$ cat src/rtl/dmaw_pkg.sv
package dmaw_pkg;
  localparam logic [31:0] CMD_START = 32'h0C00_0040;
  localparam logic [31:0] CMD_STOP  = 32'h0808_0000;
  localparam logic [31:0] CMD_CLEAR = 32'h0000_0010;
  localparam logic [31:0] CMD_GRANT = 32'h0000_0020;
  localparam logic [2:0]  REG_CTRL  = 3'd0;
  localparam logic [2:0]  REG_ROOT  = 3'd5;

  typedef enum logic [2:0] {
    ST_IDLE, ST_ENTER, ST_RD_BUF, ST_WT_BUF, ST_FILL, ST_RD_LINK, ST_WT_LINK
  } wstate_t;

  function automatic logic [31:0] mark_word(input logic [31:0] d, input logic flag,
                                            input int unsigned pos);
    logic [31:0] m;
    m = 32'(flag) << pos;
    return d | m;
  endfunction
endpackage

$ cat src/rtl/dmaw_regs.sv
module dmaw_regs #(
  parameter int PFN_W = 32
) (
  input  logic             clk,
  input  logic             rst_n,
  input  logic             reg_we,
  input  logic [2:0]       reg_addr,
  input  logic [31:0]      reg_wdata,
  output logic             start_p,
  output logic             stop_p,
  output logic             clear_p,
  output logic             grant_p,
  output logic [PFN_W-1:0] root_pfn
);
  import dmaw_pkg::*;

  logic ctrl_wr;
  assign ctrl_wr = reg_we && (reg_addr == REG_CTRL);
  assign start_p = ctrl_wr && (reg_wdata == CMD_START);
  assign stop_p  = ctrl_wr && (reg_wdata == CMD_STOP);
  assign clear_p = ctrl_wr && (reg_wdata == CMD_CLEAR);
  assign grant_p = ctrl_wr && (reg_wdata == CMD_GRANT);

  always_ff @(posedge clk) begin
    if (!rst_n) root_pfn <= '0;
    else if (reg_we && reg_addr == REG_ROOT) root_pfn <= reg_wdata[PFN_W-1:0];
  end
endmodule

$ cat src/rtl/dmaw_credit.sv
module dmaw_credit #(
  parameter int CW = 8
) (
  input  logic          clk,
  input  logic          rst_n,
  input  logic          clear_p,
  input  logic          grant_p,
  input  logic          take_p,
  output logic [CW-1:0] count,
  output logic          has_credit
);
  localparam logic [CW-1:0] CMAX = '1;

  assign has_credit = (count != '0);

  always_ff @(posedge clk) begin
    if (!rst_n || clear_p) count <= '0;
    else begin
      case ({grant_p, take_p})
        2'b10:   if (count != CMAX) count <= count + 1'b1;
        2'b01:   count <= count - 1'b1;
        default: count <= count;
      endcase
    end
  end
endmodule

$ cat src/rtl/dmaw_seq.sv
module dmaw_seq #(
  parameter int PFN_W    = 32,
  parameter int PAGE_LG2 = 10,
  parameter int BUFS     = 511,
  parameter int OVF_BIT  = 24
) (
  input  logic                      clk,
  input  logic                      rst_n,
  input  logic                      start_p,
  input  logic                      stop_p,
  input  logic [PFN_W-1:0]          root_pfn,
  input  logic                      has_credit,
  output logic                      take_p,
  input  logic                      s_valid,
  input  logic [31:0]               s_data,
  output logic                      s_ready,
  output logic                      mem_req,
  output logic                      mem_we,
  output logic [PFN_W+PAGE_LG2-1:0] mem_addr,
  output logic [31:0]               mem_wdata,
  input  logic                      mem_gnt,
  input  logic                      mem_rvalid,
  input  logic [31:0]               mem_rdata,
  output dmaw_pkg::wstate_t         st_o,
  output logic [PAGE_LG2-1:0]       word_idx_o,
  output logic                      ovf_pend_o,
  output logic                      wr_fire_o,
  output logic                      word_last_o
);
  import dmaw_pkg::*;
  localparam int AW = PFN_W + PAGE_LG2;
  localparam logic [PAGE_LG2-1:0] LINK_IDX = PAGE_LG2'(BUFS);
  localparam logic [PAGE_LG2-1:0] BUF_LAST = PAGE_LG2'(BUFS - 1);

  function automatic logic [AW-1:0] page_addr(input logic [PFN_W-1:0] pfn,
                                              input logic [PAGE_LG2-1:0] idx);
    return {pfn, idx};
  endfunction

  wstate_t             st;
  logic [PFN_W-1:0]    tbl_pfn, buf_pfn;
  logic [PAGE_LG2-1:0] buf_idx, word_idx;
  logic                ovf_pend;
  logic                wr_fire, word_last, buf_last;

  assign word_last = (word_idx == '1);
  assign buf_last  = (buf_idx == BUF_LAST);
  assign s_ready   = (st == ST_FILL) && mem_gnt;
  assign wr_fire   = s_valid && s_ready;
  assign take_p    = (st == ST_ENTER) && has_credit && !start_p && !stop_p;

  always_comb begin
    mem_req   = 1'b0;
    mem_we    = 1'b0;
    mem_addr  = '0;
    mem_wdata = '0;
    case (st)
      ST_RD_BUF: begin
        mem_req  = 1'b1;
        mem_addr = page_addr(tbl_pfn, buf_idx);
      end
      ST_RD_LINK: begin
        mem_req  = 1'b1;
        mem_addr = page_addr(tbl_pfn, LINK_IDX);
      end
      ST_FILL: begin
        mem_req   = s_valid;
        mem_we    = 1'b1;
        mem_addr  = page_addr(buf_pfn, word_idx);
        mem_wdata = mark_word(s_data, ovf_pend, OVF_BIT);
      end
      default: ;
    endcase
  end

  always_ff @(posedge clk) begin
    if (!rst_n) begin
      st <= ST_IDLE; tbl_pfn <= '0; buf_pfn <= '0;
      buf_idx <= '0; word_idx <= '0; ovf_pend <= 1'b0;
    end else if (stop_p) begin
      st <= ST_IDLE; ovf_pend <= 1'b0;
    end else if (start_p) begin
      st <= ST_ENTER; tbl_pfn <= root_pfn; buf_idx <= '0;
      word_idx <= '0; ovf_pend <= 1'b0;
    end else begin
      case (st)
        ST_ENTER:
          if (has_credit) st <= ST_RD_BUF;
          else ovf_pend <= 1'b1;
        ST_RD_BUF:
          if (mem_gnt) st <= ST_WT_BUF;
        ST_WT_BUF:
          if (mem_rvalid) begin
            buf_pfn  <= mem_rdata[PFN_W-1:0];
            word_idx <= '0;
            st       <= ST_FILL;
          end
        ST_FILL:
          if (wr_fire) begin
            ovf_pend <= 1'b0;
            word_idx <= word_idx + 1'b1;
            if (word_last) begin
              if (buf_last) st <= ST_RD_LINK;
              else begin
                buf_idx <= buf_idx + 1'b1;
                st      <= ST_RD_BUF;
              end
            end
          end
        ST_RD_LINK:
          if (mem_gnt) st <= ST_WT_LINK;
        ST_WT_LINK:
          if (mem_rvalid) begin
            tbl_pfn <= mem_rdata[PFN_W-1:0];
            buf_idx <= '0;
            st      <= ST_ENTER;
          end
        default: st <= ST_IDLE;
      endcase
    end
  end

  assign st_o        = st;
  assign word_idx_o  = word_idx;
  assign ovf_pend_o  = ovf_pend;
  assign wr_fire_o   = wr_fire;
  assign word_last_o = word_last;
endmodule

$ cat src/rtl/dmaw_ring_writer.sv
module dmaw_ring_writer #(
  parameter int PFN_W    = 32,
  parameter int PAGE_LG2 = 10,
  parameter int BUFS     = 511,
  parameter int CW       = 8,
  parameter int OVF_BIT  = 24
) (
  input  logic                      clk,
  input  logic                      rst_n,
  input  logic                      reg_we,
  input  logic [2:0]                reg_addr,
  input  logic [31:0]               reg_wdata,
  input  logic                      s_valid,
  input  logic [31:0]               s_data,
  output logic                      s_ready,
  output logic                      mem_req,
  output logic                      mem_we,
  output logic [PFN_W+PAGE_LG2-1:0] mem_addr,
  output logic [31:0]               mem_wdata,
  input  logic                      mem_gnt,
  input  logic                      mem_rvalid,
  input  logic [31:0]               mem_rdata
);
  logic                start_p, stop_p, clear_p, grant_p, take_p, has_credit;
  logic [PFN_W-1:0]    root_pfn;
  logic [CW-1:0]       credit_cnt;
  dmaw_pkg::wstate_t   seq_st;
  logic [PAGE_LG2-1:0] seq_word_idx;
  logic                seq_ovf_pend, seq_wr_fire, seq_word_last;

  dmaw_regs #(.PFN_W(PFN_W)) u_regs (
    .clk, .rst_n, .reg_we, .reg_addr, .reg_wdata,
    .start_p, .stop_p, .clear_p, .grant_p, .root_pfn
  );

  dmaw_credit #(.CW(CW)) u_credit (
    .clk, .rst_n, .clear_p, .grant_p, .take_p,
    .count(credit_cnt), .has_credit
  );

  dmaw_seq #(.PFN_W(PFN_W), .PAGE_LG2(PAGE_LG2), .BUFS(BUFS), .OVF_BIT(OVF_BIT)) u_seq (
    .clk, .rst_n, .start_p, .stop_p, .root_pfn, .has_credit, .take_p,
    .s_valid, .s_data, .s_ready,
    .mem_req, .mem_we, .mem_addr, .mem_wdata, .mem_gnt, .mem_rvalid, .mem_rdata,
    .st_o(seq_st), .word_idx_o(seq_word_idx), .ovf_pend_o(seq_ovf_pend),
    .wr_fire_o(seq_wr_fire), .word_last_o(seq_word_last)
  );
endmodule

$ cat config.mk
export PLATFORM = sky130hd
export DESIGN_NAME = dmaw_ring_writer
export DESIGN_NICKNAME = d
export VERILOG_FILES = /design/src/rtl/dmaw_pkg.sv /design/src/rtl/dmaw_regs.sv /design/src/rtl/dmaw_credit.sv /design/src/rtl/dmaw_seq.sv /design/src/rtl/dmaw_ring_writer.sv
export SDC_FILE = /design/constraint.sdc
export NUM_CORES = 1
export LEC_CHECK = 0
export BUFFER_PORTS_ARGS = -buffer_cell sky130_fd_sc_hd__clkbuf_2
export CAP_MARGIN = 20
export CORE_ASPECT_RATIO = 2
export CORE_MARGIN = 5
export CORE_UTILIZATION = 40
export CTS_CLUSTER_SIZE = 12
export DETAILED_ROUTE_END_ITERATION = 8
export GPL_ROUTABILITY_DRIVEN = 0
export SLEW_MARGIN = 15
export SYNTH_ARGS = -nofsm -noshare
export SYNTH_HDL_FRONTEND = slang
export SYNTH_SLANG_ARGS = --single-unit
$ cat constraint.sdc
create_clock -name clk -period 3.2 [get_ports clk]
set_input_delay 0.16 -clock clk [delete_from_list [all_inputs] [get_ports clk]]
set_output_delay 0.16 -clock clk [all_outputs]
set_load 0.01 [all_outputs]
==> results of run 1 <==
==> worst paths after layout <==
path / from / to / cells after the start
worst max-delay path: reg_wdata[24] / u_credit.count[6] / 14
worst min-delay path: mem_rdata[29] / u_seq.buf_pfn[29] / 3
worst max register to register: u_credit.count[0] / u_credit.count[6] / 11
worst min register to register: u_regs.root_pfn[3] / u_regs.root_pfn[3] / 2
==> power by group through the flow <==
stage	sequential [mW]	clock (mW)	combinational, mW
after floorplan	1.64	0	0.0587
after global placement	1.64	0	0.168
after detailed placement	1.64	0	0.169
after CTS	1.61	2.13	0.197
after global routing	1.61	2.20	0.214
final	1.61	2.09	0.196
==> routing by layer <==
metal  part of all wire [%]  vias to the layer above  track usage [%]
met4                    2.2                        0             7.37
met5                      0                        -                0
met2                     56                      195             42.0
met1                     36                     2999             21.9
met3                    5.6                       30             4.96
li1                       -                     3221                -
==> cell type report <==
type	count	area (sq um)
clock inverters	10	156
flip-flops and latches	128	2560
repair buffers	230	1390
fillers	1609	7610
well taps	204	255
inverters	15	56.3
multi-input cells	608	3840
clock buffers	22	474
==> repair_timing <==
item | in CTS | in global routing
hold buffers | 28 | 0
endpoints found under the setup margin | 0 | 2
endpoints found under the hold margin | 45 | 0
setup buffers | 0 | 0
resized for setup | 0 | 2
==> cell families (layout without fill, tap and decap cells) <==
| family | count (synthesis) | count (layout) | share of synthesized area [%] |
|---|---|---|---|
| buffers and inverters | 71 | 277 | 4.58 |
| AND/OR/NAND/NOR | 367 | 367 | 27.2 |
| AO/OA/AOI/OAI | 174 | 174 | 19.6 |
| flip-flops | 128 | 128 | 38.4 |
| adder cells (fa/ha/maj) | 10 | 10 | 1.99 |
| XOR/XNOR | 19 | 19 | 2.49 |
| multiplexers | 38 | 38 | 5.70 |
==> state kept, by name, indices dropped and copies added, names as in the netlist <==
signal,flops
u_seq.buf_pfn,32
u_credit.count,8
u_seq.st_o,3
u_seq.tbl_pfn,32
u_seq.word_idx_o,10
u_regs.root_pfn,32
u_seq.ovf_pend_o,1
u_seq.buf_idx,10
==> stage by stage <==
step	power (mW)	cells	worst slack [ns]
finish	3.89	1217	0.128
global route	4.02	1217	-0.0612
CTS	3.93	1217	0.0340
detailed placement	1.81	1157	0.0516
global placement	1.81	1157	0.115
floorplan	1.70	807	0.297
==> critical path: stages <==
cell,delay [ns]
sky130_fd_sc_hd__dlygate4sd3_1,0.54
sky130_fd_sc_hd__clkbuf_2,0.13
sky130_fd_sc_hd__nor4_4,0.39
sky130_fd_sc_hd__nand4_4,0.14
sky130_fd_sc_hd__a211oi_2,0.22
sky130_fd_sc_hd__nand2b_1,0.16
sky130_fd_sc_hd__inv_1,0.13
sky130_fd_sc_hd__ha_1,0.34
sky130_fd_sc_hd__nor2b_1,0.14
sky130_fd_sc_hd__o21a_1,0.18
sky130_fd_sc_hd__o21ai_0,0.24
sky130_fd_sc_hd__nor3b_1,0.10
sky130_fd_sc_hd__o41ai_1,0.38
sky130_fd_sc_hd__a21oi_1,0.11
==> cell usage in the layout, fill, tap and decap left out, types with 5 or more instances in the layout <==
cell and n:
sky130_fd_sc_hd__nand2b_1 5, sky130_fd_sc_hd__nor4_4 7, sky130_fd_sc_hd__a211oi_2 8, sky130_fd_sc_hd__a21oi_1 46, sky130_fd_sc_hd__nor2_1 106, sky130_fd_sc_hd__and3_1 5, sky130_fd_sc_hd__nor3b_1 5, sky130_fd_sc_hd__xnor2_1 17
sky130_fd_sc_hd__or3_1 5, sky130_fd_sc_hd__dlygate4sd3_1 28, sky130_fd_sc_hd__clkbuf_2 181, sky130_fd_sc_hd__buf_4 17, sky130_fd_sc_hd__o21ai_0 19, sky130_fd_sc_hd__nand2_1 150, sky130_fd_sc_hd__inv_1 14, sky130_fd_sc_hd__ha_1 9
sky130_fd_sc_hd__nand4_1 5, sky130_fd_sc_hd__a311oi_1 33, sky130_fd_sc_hd__mux2i_1 38, sky130_fd_sc_hd__dfxtp_1 128, sky130_fd_sc_hd__clkbuf_16 17, sky130_fd_sc_hd__a22o_1 32, sky130_fd_sc_hd__nand3_1 14, sky130_fd_sc_hd__and2_1 35
==> flow_summary_export.csv, run 1 <==
group,metric,value,unit
run_status,run_status,"complete, no violations",
timing,slew_headroom,34.8,%
worst_setup_path,startpoint_type,"primary input",
logic_synthesis,yosysTopAreaCell,"sky130_fd_sc_hd__dfxtp_1",
route,drt_iter0_drc,199,
timing,fin_worst_skew,0.00658,ns
route,routed_wire_length_per_instance,17.4,um
logic_synthesis,avgSynthCellArea,8.27,sq um
final_layout,num-nets-final,1115,
logic_synthesis,synth.cell_area,6670,sq um
route,drtAntennaViolNets,0,
grt,grt_max_degree,65,
worst_setup_path,cp_data_required_time,3.49,ns
worst_setup_path,crit_end_element,"flop",
timing,final-setup-viol-count,0,
logic_synthesis,ys_ff_latch,128,
pwr,p_int,3.06,mW
timing,timing_hold_violations_final,0,
floorplanning,horizontal_die_dimension,101,um
worst_setup_path,crit_arrival,3.36,ns
cts,tritoncts,"built",
route,first_pass_iters,5,
cts,root_buffer,"sky130_fd_sc_hd__clkbuf_16",
cts,cts-buffers-inserted,17,
logic_synthesis,netlist-cell-type-count,65,
route,route.detailed.drc,0,
pwr,vdd_drop_max,0.361,mV
final_layout,antenna-diode-count,0,
pwr,switchingPower,0.833,mW
cts,cts_buffer_depth,2,
timing,finalHoldWorstSlack,0.0144,ns
logic_synthesis,synth_seq_area_share,38.4,%
floorplanning,floorplan.die.height,193,um
placement,place_area,7820,sq um
logic_synthesis,top_flip_flop_cell_by_instance_count_after_synthesis,"sky130_fd_sc_hd__dfxtp_1",
route,detailroute.via_count,6445,
timing,totalNegativeSetupSlack,0,ns
logic_synthesis,leading_post_synthesis_cells_by_cell_area,"sky130_fd_sc_hd__dfxtp_1, sky130_fd_sc_hd__nand2_1, sky130_fd_sc_hd__nor2_1",
timing,min_period,3.07,ns
floorplanning,total_die_area,19500,sq um
worst_setup_path,path_class,"primary input to flop",
placement,place.port_buffers,181,
worst_setup_path,worstPathMaxFanout,6,
final_layout,final_core_util,53.4,%
pwr,power.leakage,3.74,nW
pwr,power.clock.fraction,53.7,%
placement,dp_hpwl,15300,um
timing,post-route-period-util,96.0,%
pwr,p_seq_share,41.3,%
logic_synthesis,synth-edff-count,0,
route,totalWireLength,21200,um
grt,grt_antenna_before_repair,0,
logic_synthesis,ys_top_cells_by_count,"sky130_fd_sc_hd__nand2_1, sky130_fd_sc_hd__dfxtp_1, sky130_fd_sc_hd__nor2_1, sky130_fd_sc_hd__a21oi_1, sky130_fd_sc_hd__clkbuf_1",
floorplanning,floorplan.initialDensity,40.8,%
grt,first_global_vias,6412,
logic_synthesis,syn_inst,807,
final_layout,fin_area,8740,sq um
logic_synthesis,netlist.area_leader.share,38.4,%
floorplanning,core-area,16400,sq um
final_layout,final_layout_size_suffix_gt1_share,25.9,%
cts,cts.clk_slew.worst_paths,0.06,ns
pwr,power.switching_fraction,21.4,%
cts,cts_num_sinks,128,
logic_synthesis,yosysMostFrequentCell,"sky130_fd_sc_hd__nand2_1",
route,post_dr_vias_cell,5.30,
hold_path,hp-class,"primary input to flop",
worst_setup_path,setup.reg_to_reg.worst_slack,0.30,ns
pwr,combinational_share_of_power,5.0,%
timing,achievable-frequency,0.326,GHz
timing,worstMarginPinSlew,0.974,ns
grt,grt_overflow,0,
logic_synthesis,async_set_or_reset_flop_fraction_in_the_synthesized_netlist,0,%
final_layout,flow.area_growth_from_synthesis,31.0,%
flow_run,timing.max_cap.violations,0,
timing,drv_slew,0,
grt,track_usage,21.7,%
grt,global_route_wire_length_before_repair,32800,um
floorplanning,num_io_pins,182,
logic_synthesis,syn-num-nets,922,
logic_synthesis,synth_warnings,0,
cts,clock_tree.htree_level_count,4,
pwr,pwr_density_cell,445,nW/um^2
cts,clk_latency,0.42,ns
floorplanning,core.rowCount,66,
No activity file was read; power rests on OpenSTA's default activity.
==> inputs of run 2 (changes only) <==
BUFFER_PORTS_ARGS = -buffer_cell sky130_fd_sc_hd__buf_2   (was -buffer_cell sky130_fd_sc_hd__clkbuf_2)
==> run 2 against run 1 <==
  * Clock-buffer cell count rose by 3
  * Sequential share of layout area up 0.55 points
  * Final cell count shrank 0.74%
  * Die area unchanged
  * Highest routed layer unchanged
  * Flip-flop and latch count stayed put
  * Non-clock buffer count is 7 lower
  * Critical path type unchanged
==> flow_summary_export.csv, run 2 (synthesized netlist as in run 1, its figures left out) <==
group,metric,value,unit
pwr,power.clock.fraction,50.9,%
pwr,pwr_density_cell,426,nW/um^2
route,route.detailed.drc,0,
timing,finalHoldWorstSlack,0.0177,ns
route,first_pass_iters,5,
pwr,combinational_share_of_power,5.1,%
timing,post-route-period-util,93.8,%
grt,grt_overflow,0,
floorplanning,floorplan.initialDensity,40.8,%
floorplanning,core-area,16400,sq um
floorplanning,horizontal_die_dimension,101,um
worst_setup_path,crit_path_start,"reg_wdata[29]",
worst_setup_path,crit_arrival,3.29,ns
timing,final-setup-viol-count,0,
cts,cts_buffer_depth,2,
final_layout,most_frequent_cells_in_the_layout,"sky130_fd_sc_hd__buf_2, sky130_fd_sc_hd__nand2_1, sky130_fd_sc_hd__dfxtp_1",
cts,clk_latency,0.41,ns
final_layout,num-nets-final,1108,
pwr,vdd_drop_max,0.346,mV
route,totalWireLength,21000,um
worst_setup_path,r2r-start,"u_credit.count[0]",
placement,place.port_buffers,181,
route,routed_wire_length_per_instance,17.4,um
final_layout,fillers,1621,
route,detailroute.via_count,6450,
grt,grt_antenna_before_repair,0,
worst_setup_path,family_with_the_most_delay_on_the_worst_path,"compound AO/OA/AOI/OAI gates",
route,post_dr_vias_cell,5.34,
pwr,power.total,3.65,mW
floorplanning,floorplan.die.height,193,um
timing,min_period,3.00,ns
final_layout,antenna-diode-count,0,
cts,cts-buffers-inserted,17,
pwr,power.leakage,3.73,nW
pwr,p_seq_share,44.0,%
flow_run,timing.max_cap.violations,0,
floorplanning,num_io_pins,182,
final_layout,regArea,2560,sq um
pwr,power.switching_fraction,21.5,%
cts,cts_num_sinks,128,
cts,cts.clk_slew.worst_paths,0.05,ns
hold_path,hold_wc_startpoint,"mem_rdata[9]",
timing,drv_slew,0,
hold_path,hp-class,"primary input to flop",
worst_setup_path,startpoint_type,"primary input",
grt,global_route_wire_length_before_repair,32700,um
worst_setup_path,crit_path_max_incr_delay,0.53,ns
worst_setup_path,path_class,"primary input to flop",
timing,achievable-frequency,0.333,GHz
worst_setup_path,cp_data_required_time,3.49,ns
final_layout,final_layout_size_suffix_gt1_share,26.1,%
pwr,switchingPower,0.785,mW
worst_setup_path,critical_path.n_buffers_inverters,4,
cts,cts.repair_timing.setup_buffer_count,0,
worst_setup_path,setup.reg_to_reg.worst_slack,0.36,ns
floorplanning,core.rowCount,66,
grt,first_global_vias,6401,
final_layout,area_of_the_multi_input_gates,3840,sq um
grt,track_usage,21.6,%
timing,timing_hold_violations_final,0,
cts,clock_tree.htree_level_count,4,
pwr,p_int,2.87,mW
route,drtAntennaViolNets,0,
worst_setup_path,worstPathMaxFanout,6,
route,drt_iter0_drc,316,
final_layout,top_regs,"u_regs.root_pfn x32, u_seq.buf_pfn x32, u_seq.tbl_pfn x32",
timing,fin_worst_skew,0.00597,ns
cts,root_buffer,"sky130_fd_sc_hd__clkbuf_16",
timing,slew_headroom,47.6,%
timing,totalNegativeSetupSlack,0,ns
placement,dp_hpwl,15100,um
final_layout,most_frequent_standard_cell_in_the_layout_excluding_fill_and_tap_cells,"sky130_fd_sc_hd__buf_2",
floorplanning,total_die_area,19500,sq um
final_layout,flow.area_growth_from_synthesis,28.6,%
timing,worstMarginPinSlew,0.780,ns
run_status,run_status,"complete, no violations",
worst_setup_path,critical_path.cell_chain,"dlygate4sd3_1 -> buf_2 -> nor4_2 -> buf_4 -> nand4_4 -> a211oi_1 -> nand2b_1 -> inv_1 -> ha_1 -> a21oi_1 -> o21ai_0 -> a2111o_1 -> a211oi_2 -> o21a_1 -> nor3_1",
worst_setup_path,crit_end_element,"flop",
grt,grt_max_degree,66,
worst_setup_path,crit_path_max_delay_cell_type,"sky130_fd_sc_hd__dlygate4sd3_1",
cts,tritoncts,"built",
## run 2: cell types whose count changed in the layout (fill, tap and decap cells not counted), moves of 2 or more
cell,previous run,this run
sky130_fd_sc_hd__buf_12,4,2
sky130_fd_sc_hd__buf_2,0,181
sky130_fd_sc_hd__buf_4,17,21
sky130_fd_sc_hd__bufinv_16,4,1
sky130_fd_sc_hd__clkbuf_2,181,0
sky130_fd_sc_hd__clkbuf_8,3,6
sky130_fd_sc_hd__dlygate4sd3_1,28,19
## run 2: worst reg2reg max path, cell delays in order, from the launching register on
cell                       delay [ns]
sky130_fd_sc_hd__dfxtp_1         0.35
sky130_fd_sc_hd__nor4_1          0.41
sky130_fd_sc_hd__a21boi_0        0.24
sky130_fd_sc_hd__nand2b_1        0.14
sky130_fd_sc_hd__inv_1           0.13
sky130_fd_sc_hd__ha_1            0.30
sky130_fd_sc_hd__a21oi_1         0.18
sky130_fd_sc_hd__o21ai_0         0.13
sky130_fd_sc_hd__a2111o_1        0.41
sky130_fd_sc_hd__a211oi_2        0.24
sky130_fd_sc_hd__o21a_1          0.16
sky130_fd_sc_hd__nor3_1          0.04
## run 2: area by class of cell
class,instances,share of cell area [%]
clock buffer,25,6.01
clock inverter,5,0.613
inverter,15,0.656
multi-input combinational,608,44.8
sequential,128,29.9
tap,204,2.98
timing repair buffer,223,15.1
## run 2: through the flow
step	setup WS [ns]	instances	area, sq um	utilization [%]
after global placement	0.178	1159	7810	47.7
after global routing	-0.0225	1208	8580	52.5
final	0.198	1208	8580	52.5
after detailed placement	0.113	1159	7810	47.7
after floorplan	0.297	807	6670	-
after CTS	0.152	1208	8560	52.4
## run 2: power groups by stage
stage	Combinational [mW]	Sequential (mW)	Clock [mW]
CTS	0.188	1.61	1.90
detailed placement	0.170	1.64	0
finish	0.186	1.61	1.86
floorplan	0.0587	1.64	0
global route	0.205	1.61	1.98
global placement	0.168	1.64	0
## run 2: final timing paths
path / end / cells past startpoint
hold reg to reg: u_regs.root_pfn[13] / 2
hold / removal: u_seq.buf_pfn[9] / 3
setup / recovery: u_credit.count[7] / 15
setup reg to reg: u_credit.count[7] / 11
## run 2: routing by layer
| layer | global-route usage [%] | wire length, um | part of all wire, % |
|---|---|---|---|
| met3 | 3.80 | 1080 | 5.1 |
| met1 | 23.0 | 7930 | 38 |
| met5 | 0 | 0 | 0 |
| met4 | 8.55 | 491 | 2.3 |
| met2 | 41.0 | 11500 | 55 |
## run 2: repair_timing
action | CTS | global route
setup endpoints to repair | 0 | 2
hold buffers | 19 | 0
gates resized for setup | 0 | 2
hold endpoints to repair | 19 | 0
==> inputs of run 3 (changes only) <==
CELL_PAD_IN_SITES_DETAIL_PLACEMENT = 1   (was unset)
CELL_PAD_IN_SITES_GLOBAL_PLACEMENT = 1   (was unset)
CORE_UTILIZATION = 30   (was 40)
PLACE_DENSITY_LB_ADDON = 0.1   (was unset)
==> run 3 against run 2 <==
  * Combinational power rose by 17%
  * Non-clock buffer count rose by 35
  * Routed wire length rose by 21%
  * Power rose by 3.6%
  * Clock power rose by 5%
  * First-iteration DRC count fell by 30%
  * Global-route usage fell by 1.7 points
  * Setup slack got worse by 0.034 ns
  * Critical path type unchanged
  * Sequential power barely moved
  * Final cell count rose by 9.0%
  * Die area rose by 31%
  * Maximum frequency fell by 1.1%
==> flow_summary_export.csv, run 3 (synthesized netlist as in run 1, its figures left out) <==
group,metric,value,unit
floorplanning,num_io_pins,182,
hold_path,hp-class,"primary input to flop",
grt,grt_max_degree,57,
floorplanning,core.rowCount,77,
cts,cts.repair_timing.setup_buffer_count,0,
timing,post-route-period-util,94.9,%
worst_setup_path,cp_data_required_time,3.50,ns
cts,cts-buffers-inserted,17,
pwr,power.leakage,3.90,nW
timing,timing_hold_violations_final,0,
cts,cts_num_sinks,128,
grt,first_global_vias,7232,
floorplanning,horizontal_die_dimension,115,um
flow_run,timing.max_cap.violations,0,
timing,fin_worst_skew,0.00603,ns
route,detailroute.via_count,6697,
grt,track_usage,19.9,%
final_layout,fin_area,9050,sq um
timing,totalNegativeSetupSlack,0,ns
pwr,power.total,3.78,mW
cts,root_buffer,"sky130_fd_sc_hd__clkbuf_16",
floorplanning,core-area,22100,sq um
worst_setup_path,crit_arrival,3.34,ns
grt,global_route_wire_length_before_repair,39100,um
route,first_pass_iters,4,
floorplanning,floorplan.die.height,221,um
worst_setup_path,path_class,"primary input to flop",
timing,slew_headroom,49.2,%
timing,drv_slew,0,
final_layout,flow.area_growth_from_synthesis,35.6,%
pwr,pwr_density_cell,418,nW/um^2
grt,grt_overflow,0,
route,drt_iter0_drc,222,
timing,final-setup-viol-count,0,
floorplanning,total_die_area,25500,sq um
timing,achievable-frequency,0.329,GHz
grt,grt_antenna_before_repair,0,
placement,place_area,8030,sq um
placement,place.port_buffers,181,
cts,cts.clk_slew.worst_paths,0.06,ns
timing,rsz0062_at_grt,"yes",
final_layout,num-nets-final,1143,
worst_setup_path,crit_end_element,"flop",
final_layout,final_layout_size_suffix_gt1_share,27.1,%
cts,clk_latency,0.43,ns
cts,cts_buffer_depth,2,
final_layout,antenna-diode-count,0,
worst_setup_path,worstPathMaxFanout,5,
pwr,vdd_drop_max,0.261,mV
route,post_dr_vias_cell,5.09,
cts,clock_tree.htree_level_count,4,
route,drtAntennaViolNets,0,
run_status,run_status,"complete, no violations",
route,totalWireLength,25400,um
route,route.detailed.drc,0,
timing,min_period,3.04,ns
final_layout,most_frequent_standard_cell_in_the_layout_excluding_fill_and_tap_cells,"sky130_fd_sc_hd__buf_2",
worst_setup_path,startpoint_type,"primary input",
timing,worstMarginPinSlew,0.760,ns
final_layout,most_frequent_cells_in_the_layout,"sky130_fd_sc_hd__buf_2, sky130_fd_sc_hd__nand2_1, sky130_fd_sc_hd__dfxtp_1",
route,routed_wire_length_per_instance,19.3,um
placement,dp_hpwl,18800,um
final_layout,top_regs,"u_regs.root_pfn x32, u_seq.buf_pfn x32, u_seq.tbl_pfn x32",
cts,tritoncts,"built",
timing,finalHoldWorstSlack,0.0195,ns
floorplanning,floorplan.initialDensity,30.2,%
## run 3: cell types whose count changed in the layout (fill, tap and decap cells not counted), sizes merged
cell / previous run / this run
clkbuf: 25 / 18
dlygate4sd3: 19 / 40
clkinv: 3 / 10
inv: 15 / 16
buf: 204 / 218
bufinv: 1 / 2
## run 3: repair_timing
action                     in CTS  in global routing
hold buffers                   40                  0
setup endpoints to repair       0                  2
hold endpoints to repair       65                  0
gates resized for setup         0                  7
## run 3: area by class of cell
class	count	area, sq um
fillers	2688	13000
flip-flops and latches	128	2560
repair buffers	258	1630
inverters	15	57.6
multi-input cells	608	3850
well taps	276	345
clock buffers	18	439
clock inverters	14	159
## run 3: stage by stage
step,std cells,util (%),setup WS [ns]
2_1_floorplan,807,-,0.297
3_3_place_gp,1244,36.4,0.148
3_5_place_dp,1245,36.4,0.0757
4_1_cts,1317,40.9,0.00374
5_1_grt,1317,41.0,-0.0000380
6_report,1317,41.0,0.164
## run 3: critical path, stage by stage
cell and delay, ns:
sky130_fd_sc_hd__dlygate4sd3_1 0.53, sky130_fd_sc_hd__buf_2 0.15, sky130_fd_sc_hd__nor4_4 0.45, sky130_fd_sc_hd__nand4_4 0.15, sky130_fd_sc_hd__a211oi_2 0.24, sky130_fd_sc_hd__nand2b_1 0.17, sky130_fd_sc_hd__inv_2 0.08, sky130_fd_sc_hd__ha_1 0.29
sky130_fd_sc_hd__a21oi_2 0.16, sky130_fd_sc_hd__o21ai_1 0.09, sky130_fd_sc_hd__a2111o_1 0.40, sky130_fd_sc_hd__a211oi_2 0.26, sky130_fd_sc_hd__o21a_1 0.17, sky130_fd_sc_hd__nor3_1 0.04
## run 3: layer usage
metal  global-route usage, %  wire, um  vias to the layer above  part of all wire [%]
met5                       0         0                        -                     0
met4                    7.85       698                        0                   2.8
met3                    3.36      1050                       37                   4.1
met2                    39.9     14500                      173                    57
met1                    19.2      9080                     3204                    36
li1                        -         -                     3283                     -
## run 3: path summary, 6_finish.rpt
path	depth (start not counted)	endpoint	start	slack, ns
setup / recovery	14	u_credit.count[7]	reg_wdata[30]	0.16
hold / removal	3	u_seq.buf_pfn[25]	mem_rdata[25]	0.02
setup reg to reg	11	u_credit.count[6]	u_seq.st_o[0]	0.25
hold reg to reg	2	u_regs.root_pfn[6]	u_regs.root_pfn[6]	0.45
## run 3: power by group
group          internal (mW)  switching [mW]  leakage (nW)  total, mW
clock                   1.18           0.778         0.292       1.96
sequential              1.60         0.00403          1.03       1.61
combinational          0.104           0.115          2.58      0.218
